### config.mk
export PLATFORM = sky130hd
export DESIGN_NAME = mbap_top
export DESIGN_NICKNAME = d
export VERILOG_FILES = /design/src/rtl/mbap_pkg.sv /design/src/rtl/mbap_strap_capture.sv /design/src/rtl/mbap_cfg_regs.sv /design/src/rtl/mbap_drive_policy.sv /design/src/rtl/mbap_top.sv
export SDC_FILE = /design/constraint.sdc
export NUM_CORES = 1
export LEC_CHECK = 0
export BUFFER_PORTS_ARGS = -buffer_cell sky130_fd_sc_hd__buf_4
export CORE_MARGIN = 2
export CORE_UTILIZATION = 46
export DETAILED_ROUTE_END_ITERATION = 6
export PLACE_DENSITY_LB_ADDON = 0.1
export SYNTH_ARGS = -nofsm -noshare
export SYNTH_HDL_FRONTEND = slang
export SYNTH_SLANG_ARGS = --single-unit
export TNS_END_PERCENT = 5
### constraint.sdc
create_clock -name clk -period 1.7 [get_ports clk]
set_clock_uncertainty 0.1 [all_clocks]
set_input_delay 0.34 -clock clk [delete_from_list [all_inputs] [get_ports clk]]
set_output_delay 0.34 -clock clk [all_outputs]
set_load 0.005 [all_outputs]
### src/rtl/mbap_pkg.sv
package mbap_pkg;

    typedef enum logic [1:0] {
        PH_IDLE = 2'b00,
        PH_ADDR = 2'b01,
        PH_DATA = 2'b10
    } phase_e;

    localparam logic [1:0] CK_READ    = 2'b00;
    localparam logic [1:0] CK_WRITE   = 2'b01;
    localparam logic [1:0] CK_REFRESH = 2'b10;

    localparam int unsigned N_REGIONS = 2;
    localparam int unsigned RG_UPPER  = 0;
    localparam int unsigned RG_LOWER  = 1;

endpackage

### src/rtl/mbap_strap_capture.sv
module mbap_strap_capture (
    input  logic clk,
    input  logic rst_n,
    input  logic strap_in,
    output logic strap_q
);

    logic strap_d;

    // Load continuously while reset is held; freeze once released.
    always_comb begin
        strap_d = strap_q;
        if (!rst_n) begin
            strap_d = strap_in;
        end
    end

    always_ff @(posedge clk) begin
        strap_q <= strap_d;
    end

    AST_STRAP_FROZEN: assert property (@(posedge clk) disable iff (!rst_n)
        $past(rst_n) |-> $stable(strap_q));

endmodule

### src/rtl/mbap_cfg_regs.sv
module mbap_cfg_regs
    import mbap_pkg::*;
(
    input  logic                 clk,
    input  logic                 rst_n,
    input  logic [N_REGIONS-1:0] we,
    input  logic                 wbit,
    output logic [N_REGIONS-1:0] dis_q
);

    typedef struct packed {
        logic [N_REGIONS-1:0] dis;
    } cfg_state_t;

    cfg_state_t cfg_d, cfg_q;

    always_comb begin
        cfg_d = cfg_q;
        for (int i = 0; i < N_REGIONS; i++) begin
            if (we[i]) begin
                cfg_d.dis[i] = wbit;
            end
        end
    end

    always_ff @(posedge clk or negedge rst_n) begin
        if (!rst_n) begin
            cfg_q <= '0;
        end else begin
            cfg_q <= cfg_d;
        end
    end

    assign dis_q = cfg_q.dis;

    for (genvar g = 0; g < N_REGIONS; g++) begin : g_chk
        AST_CFG_HOLD: assert property (@(posedge clk) disable iff (!rst_n)
            !we[g] |=> $stable(dis_q[g]));
        AST_CFG_LOAD: assert property (@(posedge clk) disable iff (!rst_n)
            we[g] |=> (dis_q[g] == $past(wbit)));
    end

endmodule

### src/rtl/mbap_drive_policy.sv
module mbap_drive_policy
    import mbap_pkg::*;
(
    input  logic                 strap,
    input  logic                 sel_upper,
    input  logic                 sel_lower,
    input  logic [N_REGIONS-1:0] dis,
    input  logic                 is_refresh,
    output logic                 drive_addr
);

    logic region_dis;

    always_comb begin
        if (sel_upper) begin
            region_dis = dis[RG_UPPER];
        end else if (sel_lower) begin
            region_dis = dis[RG_LOWER];
        end else begin
            region_dis = 1'b0;
        end
        drive_addr = is_refresh | ~(strap & region_dis);
    end

    always_comb begin
        if (!strap) begin
            AST_STRAP_LOW_DRIVES: assert (drive_addr);
        end
    end

endmodule

### src/rtl/mbap_top.sv
module mbap_top
    import mbap_pkg::*;
#(
    parameter int unsigned AW = 20,
    parameter int unsigned DW = 16
) (
    input  logic          clk,
    input  logic          rst_n,
    input  logic          strap_in,
    input  logic          cfg_upper_we,
    input  logic          cfg_lower_we,
    input  logic          cfg_dis_bit,
    input  logic          cyc_start,
    input  logic [1:0]    cyc_kind,
    input  logic          sel_upper,
    input  logic          sel_lower,
    input  logic          byte_hi,
    input  logic [AW-1:0] addr,
    input  logic [DW-1:0] wdata,
    output logic [AW-1:0] a_out,
    output logic [DW-1:0] ad_out,
    output logic          ad_oe,
    output logic          bhe_n
);

    typedef struct packed {
        phase_e        phase;
        logic [AW-1:0] a;
        logic [DW-1:0] ad;
        logic          oe;
        logic          bhe_n;
        logic          wr;
        logic          rf;
        logic [DW-1:0] wd;
    } bus_state_t;

    bus_state_t st_d, st_q;

    logic                 strap_q;
    logic [N_REGIONS-1:0] dis_q;
    logic [N_REGIONS-1:0] cfg_we;
    logic                 is_refresh;
    logic                 is_write;
    logic                 drive_addr;

    assign cfg_we[RG_UPPER] = cfg_upper_we;
    assign cfg_we[RG_LOWER] = cfg_lower_we;
    assign is_refresh = (cyc_kind == CK_REFRESH);
    assign is_write   = (cyc_kind == CK_WRITE);

    mbap_strap_capture u_strap (
        .clk      (clk),
        .rst_n    (rst_n),
        .strap_in (strap_in),
        .strap_q  (strap_q)
    );

    mbap_cfg_regs u_cfg (
        .clk   (clk),
        .rst_n (rst_n),
        .we    (cfg_we),
        .wbit  (cfg_dis_bit),
        .dis_q (dis_q)
    );

    mbap_drive_policy u_policy (
        .strap      (strap_q),
        .sel_upper  (sel_upper),
        .sel_lower  (sel_lower),
        .dis        (dis_q),
        .is_refresh (is_refresh),
        .drive_addr (drive_addr)
    );

    always_comb begin
        st_d = st_q;
        unique case (st_q.phase)
            PH_IDLE: begin
                if (cyc_start) begin
                    st_d.phase = PH_ADDR;
                    st_d.a     = addr;
                    st_d.oe    = drive_addr;
                    st_d.ad    = drive_addr ? {addr[DW-1:1], addr[0] | is_refresh} : '0;
                    st_d.bhe_n = is_refresh ? 1'b1 : ~byte_hi;
                    st_d.wr    = is_write;
                    st_d.rf    = is_refresh;
                    st_d.wd    = wdata;
                end
            end
            PH_ADDR: begin
                st_d.phase = PH_DATA;
                st_d.oe    = st_q.wr;
                st_d.ad    = st_q.wr ? st_q.wd : '0;
            end
            PH_DATA: begin
                st_d.phase = PH_IDLE;
                st_d.oe    = 1'b0;
                st_d.ad    = '0;
                st_d.bhe_n = 1'b1;
                st_d.wr    = 1'b0;
                st_d.rf    = 1'b0;
            end
            default: begin
                st_d.phase = PH_IDLE;
                st_d.oe    = 1'b0;
                st_d.ad    = '0;
                st_d.bhe_n = 1'b1;
            end
        endcase
    end

    always_ff @(posedge clk or negedge rst_n) begin
        if (!rst_n) begin
            st_q       <= '0;
            st_q.phase <= PH_IDLE;
            st_q.bhe_n <= 1'b1;
        end else begin
            st_q <= st_d;
        end
    end

    assign a_out  = st_q.a;
    assign ad_out = st_q.ad;
    assign ad_oe  = st_q.oe;
    assign bhe_n  = st_q.bhe_n;

    AST_ADDR_ONE_CLOCK: assert property (@(posedge clk) disable iff (!rst_n)
        (st_q.phase == PH_ADDR) |=> (st_q.phase == PH_DATA));
    AST_READ_RELEASE: assert property (@(posedge clk) disable iff (!rst_n)
        (st_q.phase == PH_DATA && !st_q.wr) |-> (!ad_oe && ad_out == '0));
    AST_ADDR_PINS: assert property (@(posedge clk) disable iff (!rst_n)
        (st_q.phase == PH_ADDR) |-> (a_out == $past(addr)));
    AST_REFRESH_MARK: assert property (@(posedge clk) disable iff (!rst_n)
        (st_q.phase == PH_ADDR && st_q.rf) |-> (ad_oe && bhe_n && ad_out[0]));
    AST_STRAP_LOW_OE: assert property (@(posedge clk) disable iff (!rst_n)
        (st_q.phase == PH_ADDR && !strap_q) |-> ad_oe);
    AST_NO_RESTART: assert property (@(posedge clk) disable iff (!rst_n)
        (st_q.phase != PH_IDLE) |=> (st_q.phase != PH_ADDR));
    AST_FLOAT_ZERO: assert property (@(posedge clk) disable iff (!rst_n)
        !ad_oe |-> (ad_out == '0));

endmodule

==> impl_results.md <==
* Pre-Repair DR Iteration Count at 4
* Worst path required time at 1.81 ns
* Fin. max-slew vios at 0
* Worst reg2reg path depth at 3
* Crit-path leading delay family: flip-flops
* Cell variety after synth at 27
* Maxcap violations at 0
* Sequential-to-total area share from yosys stat at 53.8%
* Kind of critical path: flop to flop
* DR DRC count at 0
* Number of port buffers at 85
* Pwr Total at 3950 µW
* Avg Inst Size Synth at 11.1 µm²
* Unrepaired setup endpoints after global routing: no
* Worst reg-to-reg setup slack at 0.22 ns
* Setup WS pre-CTS at 0.197 ns
* Worst setup startpoint: st_q[57]
* CTS Buf Count at 9
* Status: finished clean
* Total number of vias at 1940
* R2r endpoint: st_q[12]
* CP bufs+invs at 1
* Post-synth top area cell: dfrtp_1
* Hold/Removal Path Class: input port to flop
* Final Hold Viols at 0
* Mapped Area at 2800 µm²
* Worst Hold Slack at 0.0844 ns
* Setup ws final at 0.219 ns
* Crit. path cell count at 3
* Fmax at 675 MHz
* Row cnt at 28
* Worst vdd ir at 586 µV
* Reg clk slew, reported paths at 0.06 ns
* Non-Filler Instances at 387
* DR WL/cell at 14.5 µm
* Ports at 86
* CP cell instances: nor3b_4 > buf_12 > mux2_2
* Core Footprint at 5920 µm²
* Pin count of the biggest net entering global routing at 41
* Clock Latency Late Sink at 0.33 ns
* Area growth, synth to finish at 22.4%
* Setup crit end kind: flop
* Period utilisation layout at 87.1%
* Static Leak at 0.00162 µW
* Share of cells above drive strength 1 at 42.6%
* Die H at 82.1 µm
* Clock sink total at 60
* Fill count at 538
* Final net count at 356
* Seq cells post-synth at 60
* Final ANT Viol Nets at 0
* Minimum clock period at 1.48 ns
* Syn Nets at 301
* Placed cell count at 371
* CP endpoint: st_q[12]
* Detailed Route WL at 5.63 mm
* Slowest stage cell, crit path: dfrtp_1
* Root Buffer: clkbuf_8
* Synth top area cells: dfrtp_1 52%, buf_4 9.6%, mux2_2 8.8%
* Die ar. at 6730 µm²
* Mapped Cells at 253
* Tot GR Track Use at 18.2%
* Clk buf depth at 2
* HPWL Detailed at 3.82 mm
* Starting DRT DRC Count at 83
* Crit path largest cell delay at 0.40 ns
* Cell area power density at 1150 nW/µm²
* Synth warn at 0
* Buffers inserted by post-CTS timing repair at 0
* Startpoint types: flop
* Final setup TNS at 0 ns
* CP Max Fanout at 40
* Die Width at 82.1 µm
* Grt total ovfl at 0
* H-tree depth at 3
* Initial antenna violation count at 0
* CTS tree: yes
* RePlAce Congestion at 0.736
* Worst path arrival time at 1.59 ns
* Setup violations, final at 0
* Via density at 5.01
* First-pass GRT wire length at 8.87 mm
* Starting Density at 47.3%
* Relative slew margins at 73.7%
* Vias in the first global route at 1861
* Share of the synthesized area in the top cell type at 51.8%
* Slew at the pin closest to its max-slew limit at 0.394 ns
* N_diodes at 0
* Worst r2r src: st_q[57]
## metrics by stage
stage	cell area, µm²	utilization (%)
finish	3430	57.9
global route	3430	57.9
CTS	3430	57.9
detailed placement	3250	54.9
global placement	3250	54.9
floorplan	2800	-
## synth_stat cells
cell / n
a21oi_1: 1
buf_4: 36
nand3_1: 1
nor4b_1: 15
clkbuf_1: 6
and3b_1: 1
buf_6: 5
a211oi_1: 2
o21ai_1: 2
buf_2: 6
nand2_1: 18
dfstp_2: 1
o21ai_0: 30
a221oi_1: 2
dfrtp_1: 58
o32ai_1: 1
o21bai_1: 1
edfxtp_1: 1
mux2_2: 22
a31oi_1: 15
inv_1: 19
a21boi_0: 1
a32oi_1: 1
nor3b_4: 1
nor2b_1: 4
nor2_1: 2
nand4b_1: 1
## sequential cells by signal, summed over array words and instances, names as in the netlist
name             cells
a_out               20
st_q                19
ad_out              16
u_cfg.dis_q          2
ad_oe                1
bhe_n                1
u_strap.strap_q      1
## placed cells by master, fill, tap and decap left out
master and count:
dfstp_2 1, nand4b_1 1, and3b_1 1, dlygate4sd3_1 1, clkbuf_1 2, dfrtp_1 58
nor2b_1 4, a21oi_1 1, buf_12 1, mux2_2 22, nor4b_1 15, a211oi_1 2
a221oi_1 2, o21ai_1 2, a32oi_1 1, clkinv_2 2, nand3_1 1, inv_1 19
a21boi_0 1, clkbuf_8 11, nor2_1 2, o21bai_1 1, nor3b_4 1, buf_4 95
a31oi_1 15, o21ai_0 30, edfxtp_1 1, o32ai_1 1, nand2_1 18
## report_power, final
group	internal (µW)	switching, µW	leakage (µW)
sequential	1740	175	0.000736
combinational	553	386	0.000792
clock	596	505	0.0000893
## routing by layer
layer | part of all wire, % | GRT usage, % | up-vias
met4 | 1.5 | 7.00 | 0
met5 | 0 | 0 | -
met2 | 48 | 28.3 | 58
met1 | 44 | 22.8 | 919
met3 | 6.5 | 7.25 | 8
li1 | - | - | 955
## worst min-delay path by stage
stage,start,endpoint,slack (ns),cells after the start
6_report,strap_in,u_strap.strap_q,0.08,1
5_1_grt,strap_in,u_strap.strap_q,0.05,1
4_1_cts,strap_in,u_strap.strap_q,0.06,1
3_5_place_dp,rst_n,a_out[7],0.14,1
3_3_place_gp,rst_n,a_out[7],0.14,1
2_1_floorplan,rst_n,a_out[0],-0.06,0
## area by class of cell
class	count	area, µm²	share of cell area, %
clock buffer	13	159	4.63
clock inverter	2	10.0	0.292
inverter	19	71.3	2.08
multi-input combinational	121	845	24.6
sequential	60	1510	44.0
tap	75	93.8	2.74
timing repair buffer	97	743	21.7
## cells by family after synthesis
kind of cell           Yosys count  share of synthesized area (%)
AOI/OAI and AO/OA               56                           11.6
muxes                           22                           8.84
DFF                             60                           53.8
and+or+nand+nor                 43                           9.73
buffers and inverters           72                           16.1
## what timing repair did
action,CTS,global route
endpoints found under the setup margin,0,0
endpoints found under the hold margin,19,0
resized for setup,0,0
hold buffers,1,0
Power figures use the tool's default switching activity.
